File: src/rtl/qcd_pkg.sv
package qcd_pkg;

    // Default division ratios
    localparam int FILT_DIV_DEF  = 4;   // filter clock ratio, even
    localparam int STAGE_DIV_DEF = 5;   // ratio of one prescaler stage
    localparam int STAGES_DEF    = 2;   // number of cascaded prescaler stages

    // Output of the toggle stage: true and complement
    typedef struct packed {
        logic q;
        logic qn;
    } tog_pair_t;

    // Quadrature pair before polarity select
    typedef struct packed {
        logic sin_ph;
        logic cos_ph;
    } quad_pair_t;

    // Integer power, used to size the prescaler
    function automatic int ipow(input int base, input int ex);
        int r;
        r = 1;
        for (int i = 0; i < ex; i++) r = r * base;
        return r;
    endfunction

    // Width of a counter that spans 0..n-1, never zero
    function automatic int cnt_width(input int n);
        return (n > 2) ? $clog2(n) : 1;
    endfunction

endpackage

File: src/rtl/qcd_modn.sv
module qcd_modn
    import qcd_pkg::*;
#(
    parameter int N = 5
) (
    input  logic clk,
    input  logic rst,
    input  logic en,
    output logic tc
);
    localparam int W = cnt_width(N);
    localparam logic [W-1:0] LAST = W'(N - 1);

    logic [W-1:0] cnt;

    // Terminal pulse: this stage wraps on the current enabled cycle
    assign tc = en && (cnt == LAST);

    always_ff @(posedge clk) begin
        if (rst) begin
            cnt <= '0;
        end else if (en) begin
            if (cnt == LAST) cnt <= '0;
            else             cnt <= cnt + W'(1);
        end
    end
endmodule

File: src/rtl/qcd_filt_div.sv
module qcd_filt_div
    import qcd_pkg::*;
#(
    parameter int DIV = 4
) (
    input  logic clk,
    input  logic rst,
    output logic clk_o
);
    localparam int HALF = DIV / 2;
    localparam int W    = cnt_width(HALF);
    localparam logic [W-1:0] LAST = W'(HALF - 1);

    logic [W-1:0] cnt;
    logic         lvl;

    always_ff @(posedge clk) begin
        if (rst) begin
            cnt <= '0;
            lvl <= 1'b0;
        end else if (cnt == LAST) begin
            cnt <= '0;
            lvl <= ~lvl;
        end else begin
            cnt <= cnt + W'(1);
        end
    end

    assign clk_o = lvl;
endmodule

File: src/rtl/qcd_toggle.sv
module qcd_toggle
    import qcd_pkg::*;
(
    input  logic      clk,
    input  logic      rst,
    input  logic      step,
    output tog_pair_t pair
);
    logic q;

    always_ff @(posedge clk) begin
        if (rst)       q <= 1'b0;
        else if (step) q <= ~q;
    end

    assign pair.q  = q;
    assign pair.qn = ~q;
endmodule

File: src/rtl/qcd_halver.sv
module qcd_halver #(
    parameter logic PREV_INIT = 1'b0
) (
    input  logic clk,
    input  logic rst,
    input  logic src,
    output logic half_o
);
    logic prev;
    logic lvl;
    logic rise;

    // A rising edge of the source, seen in the clock domain
    assign rise = src && !prev;

    always_ff @(posedge clk) begin
        if (rst) begin
            prev <= PREV_INIT;
            lvl  <= 1'b0;
        end else begin
            prev <= src;
            if (rise) lvl <= ~lvl;
        end
    end

    assign half_o = lvl;
endmodule

File: src/rtl/quad_clk_div.sv
module quad_clk_div
    import qcd_pkg::*;
#(
    parameter int FILT_DIV  = FILT_DIV_DEF,
    parameter int STAGE_DIV = STAGE_DIV_DEF,
    parameter int STAGES    = STAGES_DEF
) (
    input  logic clk,
    input  logic rst,
    input  logic cos_invert,
    output logic filt_clk_o,
    output logic sin_o,
    output logic cos_o
);
    localparam int PRESCALE = ipow(STAGE_DIV, STAGES);

    // Filter clock path
    qcd_filt_div #(.DIV(FILT_DIV)) u_filt (
        .clk   (clk),
        .rst   (rst),
        .clk_o (filt_clk_o)
    );

    // Cascaded odd prescaler: each stage counts the wraps of the one before
    logic [STAGES:0] wrap;
    assign wrap[0] = 1'b1;

    for (genvar g = 0; g < STAGES; g++) begin : g_pre
        qcd_modn #(.N(STAGE_DIV)) u_stage (
            .clk (clk),
            .rst (rst),
            .en  (wrap[g]),
            .tc  (wrap[g+1])
        );
    end

    // Toggle stage on the prescaler pulse
    tog_pair_t tog;
    qcd_toggle u_tog (
        .clk  (clk),
        .rst  (rst),
        .step (wrap[STAGES]),
        .pair (tog)
    );

    // Halve each toggle output on its own rising edges
    quad_pair_t quad;
    qcd_halver #(.PREV_INIT(1'b0)) u_half_sin (
        .clk    (clk),
        .rst    (rst),
        .src    (tog.q),
        .half_o (quad.sin_ph)
    );
    qcd_halver #(.PREV_INIT(1'b1)) u_half_cos (
        .clk    (clk),
        .rst    (rst),
        .src    (tog.qn),
        .half_o (quad.cos_ph)
    );

    assign sin_o = quad.sin_ph;
    assign cos_o = quad.cos_ph ^ cos_invert;
endmodule

File: config.mk
export PLATFORM = sky130hd
export DESIGN_NAME = quad_clk_div
export DESIGN_NICKNAME = d
export VERILOG_FILES = /design/src/rtl/qcd_pkg.sv /design/src/rtl/qcd_modn.sv /design/src/rtl/qcd_filt_div.sv /design/src/rtl/qcd_toggle.sv /design/src/rtl/qcd_halver.sv /design/src/rtl/quad_clk_div.sv
export SDC_FILE = /design/constraint.sdc
export NUM_CORES = 1
export LEC_CHECK = 0
export BUFFER_PORTS_ARGS = -buffer_cell sky130_fd_sc_hd__buf_2
export CAP_MARGIN = 20
export CORE_AREA = 2 2 39 41
export CTS_CLUSTER_SIZE = 14
export DETAILED_ROUTE_END_ITERATION = 7
export DIE_AREA = 0 0 41 43
export RECOVER_POWER = 100
export SLEW_MARGIN = 15
export SYNTH_ARGS = -nofsm -noshare
export SYNTH_HDL_FRONTEND = slang
export SYNTH_SLANG_ARGS = --single-unit
export TNS_END_PERCENT = 50
File: constraint.sdc
create_clock -name clk -period 1.3 [get_ports clk]
set_input_delay 0.065 -clock clk [delete_from_list [all_inputs] [get_ports clk]]
set_output_delay 0.065 -clock clk [all_outputs]
set_load 0.05 [all_outputs]
==> impl_metrics.prom <==
# TYPE chip_impl_metric gauge
chip_impl_metric{name="io_pins",unit=""} 6
chip_impl_metric{name="max_ir_drop_vdd",unit="uV"} 826.8
chip_impl_metric{name="report.final.setup_viol",unit=""} 0
chip_impl_metric{name="ctsHoldBuffers",unit=""} 0
chip_impl_metric{name="route.vias.total",unit=""} 363
chip_impl_metric{name="final_max_slew_viol_count",unit=""} 0
chip_impl_metric{name="setup_total_negative_slack",unit="ns"} 0
chip_impl_metric{name="max-cap-violations",unit=""} 0
chip_impl_info{name="result_of_the_run",value="finished, final reports clean"} 1
chip_impl_metric{name="synth_warnings",unit=""} 0
chip_impl_metric{name="final_hold_viol_count",unit=""} 0
chip_impl_metric{name="async_sr_flop_fraction",unit="%"} 0
chip_impl_metric{name="total_nets_after_synthesis",unit=""} 61
chip_impl_metric{name="worst-slew-pin-transition",unit="ns"} 0.5932
chip_impl_metric{name="p_total",unit="uW"} 745.3
chip_impl_metric{name="clock_tree.buffer_depth",unit=""} 2
chip_impl_metric{name="worst_hold_slack",unit="ns"} 0.08794
chip_impl_metric{name="final_nets",unit=""} 70
chip_impl_metric{name="placed_cells",unit=""} 74
chip_impl_info{name="most_repeated_cell_in_the_gate_level_netlist_after_synthesis",value="sky130_fd_sc_hd__dfxtp_1"} 1
chip_impl_metric{name="place_congestion",unit=""} 0.7798
chip_impl_metric{name="worst-endpoint-arrival",unit="ns"} 1.39
chip_impl_metric{name="proportion_of_layout_cells_with_a_drive_suffix_above_1",unit="%"} 16.13
chip_impl_info{name="post_synth_most_frequent_cells",value="sky130_fd_sc_hd__dfxtp_1 (13), sky130_fd_sc_hd__inv_1 (6), sky130_fd_sc_hd__nor2_1 (6), sky130_fd_sc_hd__a21oi_1 (4), sky130_fd_sc_hd__ha_1 (4)"} 1
chip_impl_metric{name="htree_num_levels",unit=""} 1
chip_impl_metric{name="numCtsBuffers",unit=""} 3
chip_impl_metric{name="die_height",unit="um"} 43
chip_impl_metric{name="final_worst_path_cycle_share",unit="%"} 90.39
chip_impl_metric{name="ant_nets",unit=""} 0
chip_impl_metric{name="leakagePower",unit="nW"} 0.2292
chip_impl_info{name="synth_area_leaders",value="sky130_fd_sc_hd__dfxtp_1 (50%), sky130_fd_sc_hd__ha_1 (9.6%), sky130_fd_sc_hd__inv_1 (4.3%), sky130_fd_sc_hd__nor2_1 (4.3%), sky130_fd_sc_hd__a21oi_1 (3.9%)"} 1
chip_impl_info{name="synthDominantAreaCellType",value="sky130_fd_sc_hd__dfxtp_1"} 1
chip_impl_metric{name="synth_top_area_share",unit="%"} 50.12
chip_impl_metric{name="cts_resized",unit=""} 0
chip_impl_info{name="global_route.peak_usage_layer",value="met2"} 1
chip_impl_metric{name="avgSynthCellArea",unit="um^2"} 9.616
chip_impl_metric{name="clk_latency",unit="ns"} 0.27
chip_impl_info{name="setup.worst_path.class",value="reg2reg"} 1
chip_impl_metric{name="drt_iter0_markers",unit=""} 2
chip_impl_metric{name="syn-instance-count",unit=""} 54
chip_impl_info{name="timing.critical_path.to_type",value="register"} 1
chip_impl_metric{name="post_drt_via_cell_ratio",unit=""} 4.654
chip_impl_metric{name="met2_usage",unit="%"} 14.37
chip_impl_metric{name="antenna_found_initial",unit=""} 0
chip_impl_metric{name="synth.yosys.seq_area_share",unit="%"} 50.12
chip_impl_metric{name="place_area",unit="um^2"} 560.5
chip_impl_metric{name="cellPowerDensity",unit="nW/um^2"} 1270
chip_impl_info{name="class_of_the_tightest_hold_or_removal_check",value="in2reg"} 1
chip_impl_metric{name="max-slew-margin-rel",unit="%"} 60.62
chip_impl_metric{name="synthDistinctLibCells",unit=""} 21
chip_impl_metric{name="synth-edff-count",unit=""} 0
chip_impl_metric{name="initial_utilization",unit="%"} 37.52
chip_impl_metric{name="pin_count_of_the_biggest_net_entering_global_routing",unit=""} 13
chip_impl_metric{name="postSynthRegisterBits",unit=""} 13
chip_impl_metric{name="layout.cells.non_filler",unit=""} 78
chip_impl_metric{name="antennaDiodeCount",unit=""} 0
chip_impl_metric{name="clkSlewWorstSetupHoldPaths",unit="ns"} 0.08
chip_impl_info{name="rsz0062_at_grt",value="false"} 1
chip_impl_info{name="cts_tree",value="yes"} 1
chip_impl_metric{name="fin_crit",unit="ns"} 1.175
chip_impl_info{name="timing.critical_path.from_type",value="register"} 1
chip_impl_metric{name="final_non_filler_cell_area",unit="um^2"} 586.8
chip_impl_metric{name="total_die_area",unit="um^2"} 1763
chip_impl_metric{name="post-route-drc-count",unit=""} 0
chip_impl_metric{name="core_area",unit="um^2"} 1384
chip_impl_metric{name="syn_area",unit="um^2"} 519.2
chip_impl_metric{name="avgRoutedWirePerCell",unit="um"} 9.936
chip_impl_info{name="dominant_register_cell_in_the_synthesized_netlist",value="sky130_fd_sc_hd__dfxtp_1"} 1
chip_impl_metric{name="fin_worst_skew",unit="ns"} 0.004240
chip_impl_metric{name="track_usage",unit="%"} 10.84
chip_impl_info{name="ctsRootBufferMaster",value="sky130_fd_sc_hd__clkbuf_4"} 1
chip_impl_metric{name="buffer_count_from_post_cts_setup_fixing",unit=""} 0
chip_impl_metric{name="hpwlAfterDp",unit="um"} 540.8
chip_impl_metric{name="die_width",unit="um"} 41
chip_impl_metric{name="grt_overflow",unit=""} 0
chip_impl_metric{name="io_buffers",unit=""} 5
chip_impl_metric{name="postRouteWirelength",unit="um"} 775
chip_impl_metric{name="critical_path.max_fanout",unit=""} 6
chip_impl_metric{name="via_count_of_the_first_global_routing_pass",unit=""} 312
chip_impl_metric{name="use_met3",unit="%"} 3.141
chip_impl_metric{name="fp-row-count",unit=""} 14
chip_impl_metric{name="syn_to_final_growth",unit="%"} 13.01
chip_impl_metric{name="max_freq",unit="MHz"} 851.0
chip_impl_metric{name="worst_setup_timing_slack_at_the_placement_stage",unit="ns"} 0.1036
chip_impl_metric{name="layout.core_utilization",unit="%"} 42.41
chip_impl_metric{name="drt_pre_antenna_iters",unit=""} 2
chip_impl_metric{name="post-route-worst-setup-slack",unit="ns"} 0.1250
chip_impl_metric{name="clkSinkCount",unit=""} 13
chip_impl_metric{name="first_pass_grt_wire_length",unit="um"} 1221
chip_impl_metric{name="global_route.usage.met1",unit="%"} 13.25
chip_impl_metric{name="critPathRequiredTime",unit="ns"} 1.51
cell usage in the layout (no fill, tap or decap):
cell type                  instances
sky130_fd_sc_hd__a211o_1           1
sky130_fd_sc_hd__a211oi_1          1
sky130_fd_sc_hd__a21oi_1           4
sky130_fd_sc_hd__a21oi_2           1
sky130_fd_sc_hd__and3b_2           1
sky130_fd_sc_hd__buf_2             2
sky130_fd_sc_hd__clkbuf_1          3
sky130_fd_sc_hd__clkbuf_2          1
sky130_fd_sc_hd__clkbuf_4          3
sky130_fd_sc_hd__dfxtp_1          13
sky130_fd_sc_hd__ha_1              3
sky130_fd_sc_hd__ha_2              1
sky130_fd_sc_hd__inv_1             6
sky130_fd_sc_hd__nand2_1           2
sky130_fd_sc_hd__nand2_2           1
sky130_fd_sc_hd__nand3_1           1
sky130_fd_sc_hd__nand4_1           1
sky130_fd_sc_hd__nand4b_1          1
sky130_fd_sc_hd__nor2_1            6
sky130_fd_sc_hd__nor2b_1           2
sky130_fd_sc_hd__nor3b_1           1
sky130_fd_sc_hd__o21ai_0           2
sky130_fd_sc_hd__or3_1             1
sky130_fd_sc_hd__xnor2_1           2
sky130_fd_sc_hd__xor2_1            2
per-layer routing:
layer / vias to the layer above / wire (um) / share of wire, %
met5: - / 0 / 0
met4: 0 / 23 / 3.0
met3: 4 / 24 / 3.1
met2: 4 / 348 / 45
met1: 162 / 378 / 49
li1: 193 / - / -
power by group:
group	switching, mW	internal, mW
Clock	0.126	0.119
Sequential	0.0118	0.413
Combinational	0.0485	0.0273
kinds of logic after synthesis:
logic type / after synthesis / synth area share (%)
buffers and inverters: 7 / 5.059
and+or+nand+nor: 17 / 17.83
adders and majority gates: 4 / 9.639
xor gates and xnor gates: 4 / 6.748
DFF: 13 / 50.12
AOI/OAI and AO/OA: 9 / 10.60
registers in the layout, summed over array words and instances (netlist names):
signal / count
u_filt.clk_o: 1
g_pre.u_stage.cnt: 6
u_tog.q: 1
u_half_sin.prev: 1
u_half_sin.half_o: 1
u_filt.cnt: 1
u_half_cos.half_o: 1
u_half_cos.prev: 1
final timing paths:
| kind | startpoint | endpoint | slack, ns | cells after the start |
|---|---|---|---|---|
| max | g_pre[0].u_stage.cnt[0] | g_pre[1].u_stage.cnt[0] | 0.12 | 5 |
| min | rst | g_pre[1].u_stage.cnt[0] | 0.09 | 2 |
| max reg2reg | g_pre[0].u_stage.cnt[0] | g_pre[1].u_stage.cnt[0] | 0.12 | 5 |
| min reg2reg | u_filt.cnt | u_filt.cnt | 0.44 | 1 |
worst max-delay path, cell delays in order, from the launching register on:
cell and delay, ns:
sky130_fd_sc_hd__dfxtp_1 0.33, sky130_fd_sc_hd__inv_1 0.06, sky130_fd_sc_hd__ha_2 0.24, sky130_fd_sc_hd__nand2_2 0.09, sky130_fd_sc_hd__a211o_1 0.29, sky130_fd_sc_hd__a21oi_2 0.11
area by class of cell:
type | count | area [um^2]
inverter | 6 | 22.52
tap | 16 | 20.02
multi-input combinational | 34 | 235.2
clock buffer | 4 | 26.28
sequential | 13 | 260.3
timing repair buffer | 5 | 22.52
fill | 140 | 797.0
No activity file was read; power rests on OpenSTA's default activity.
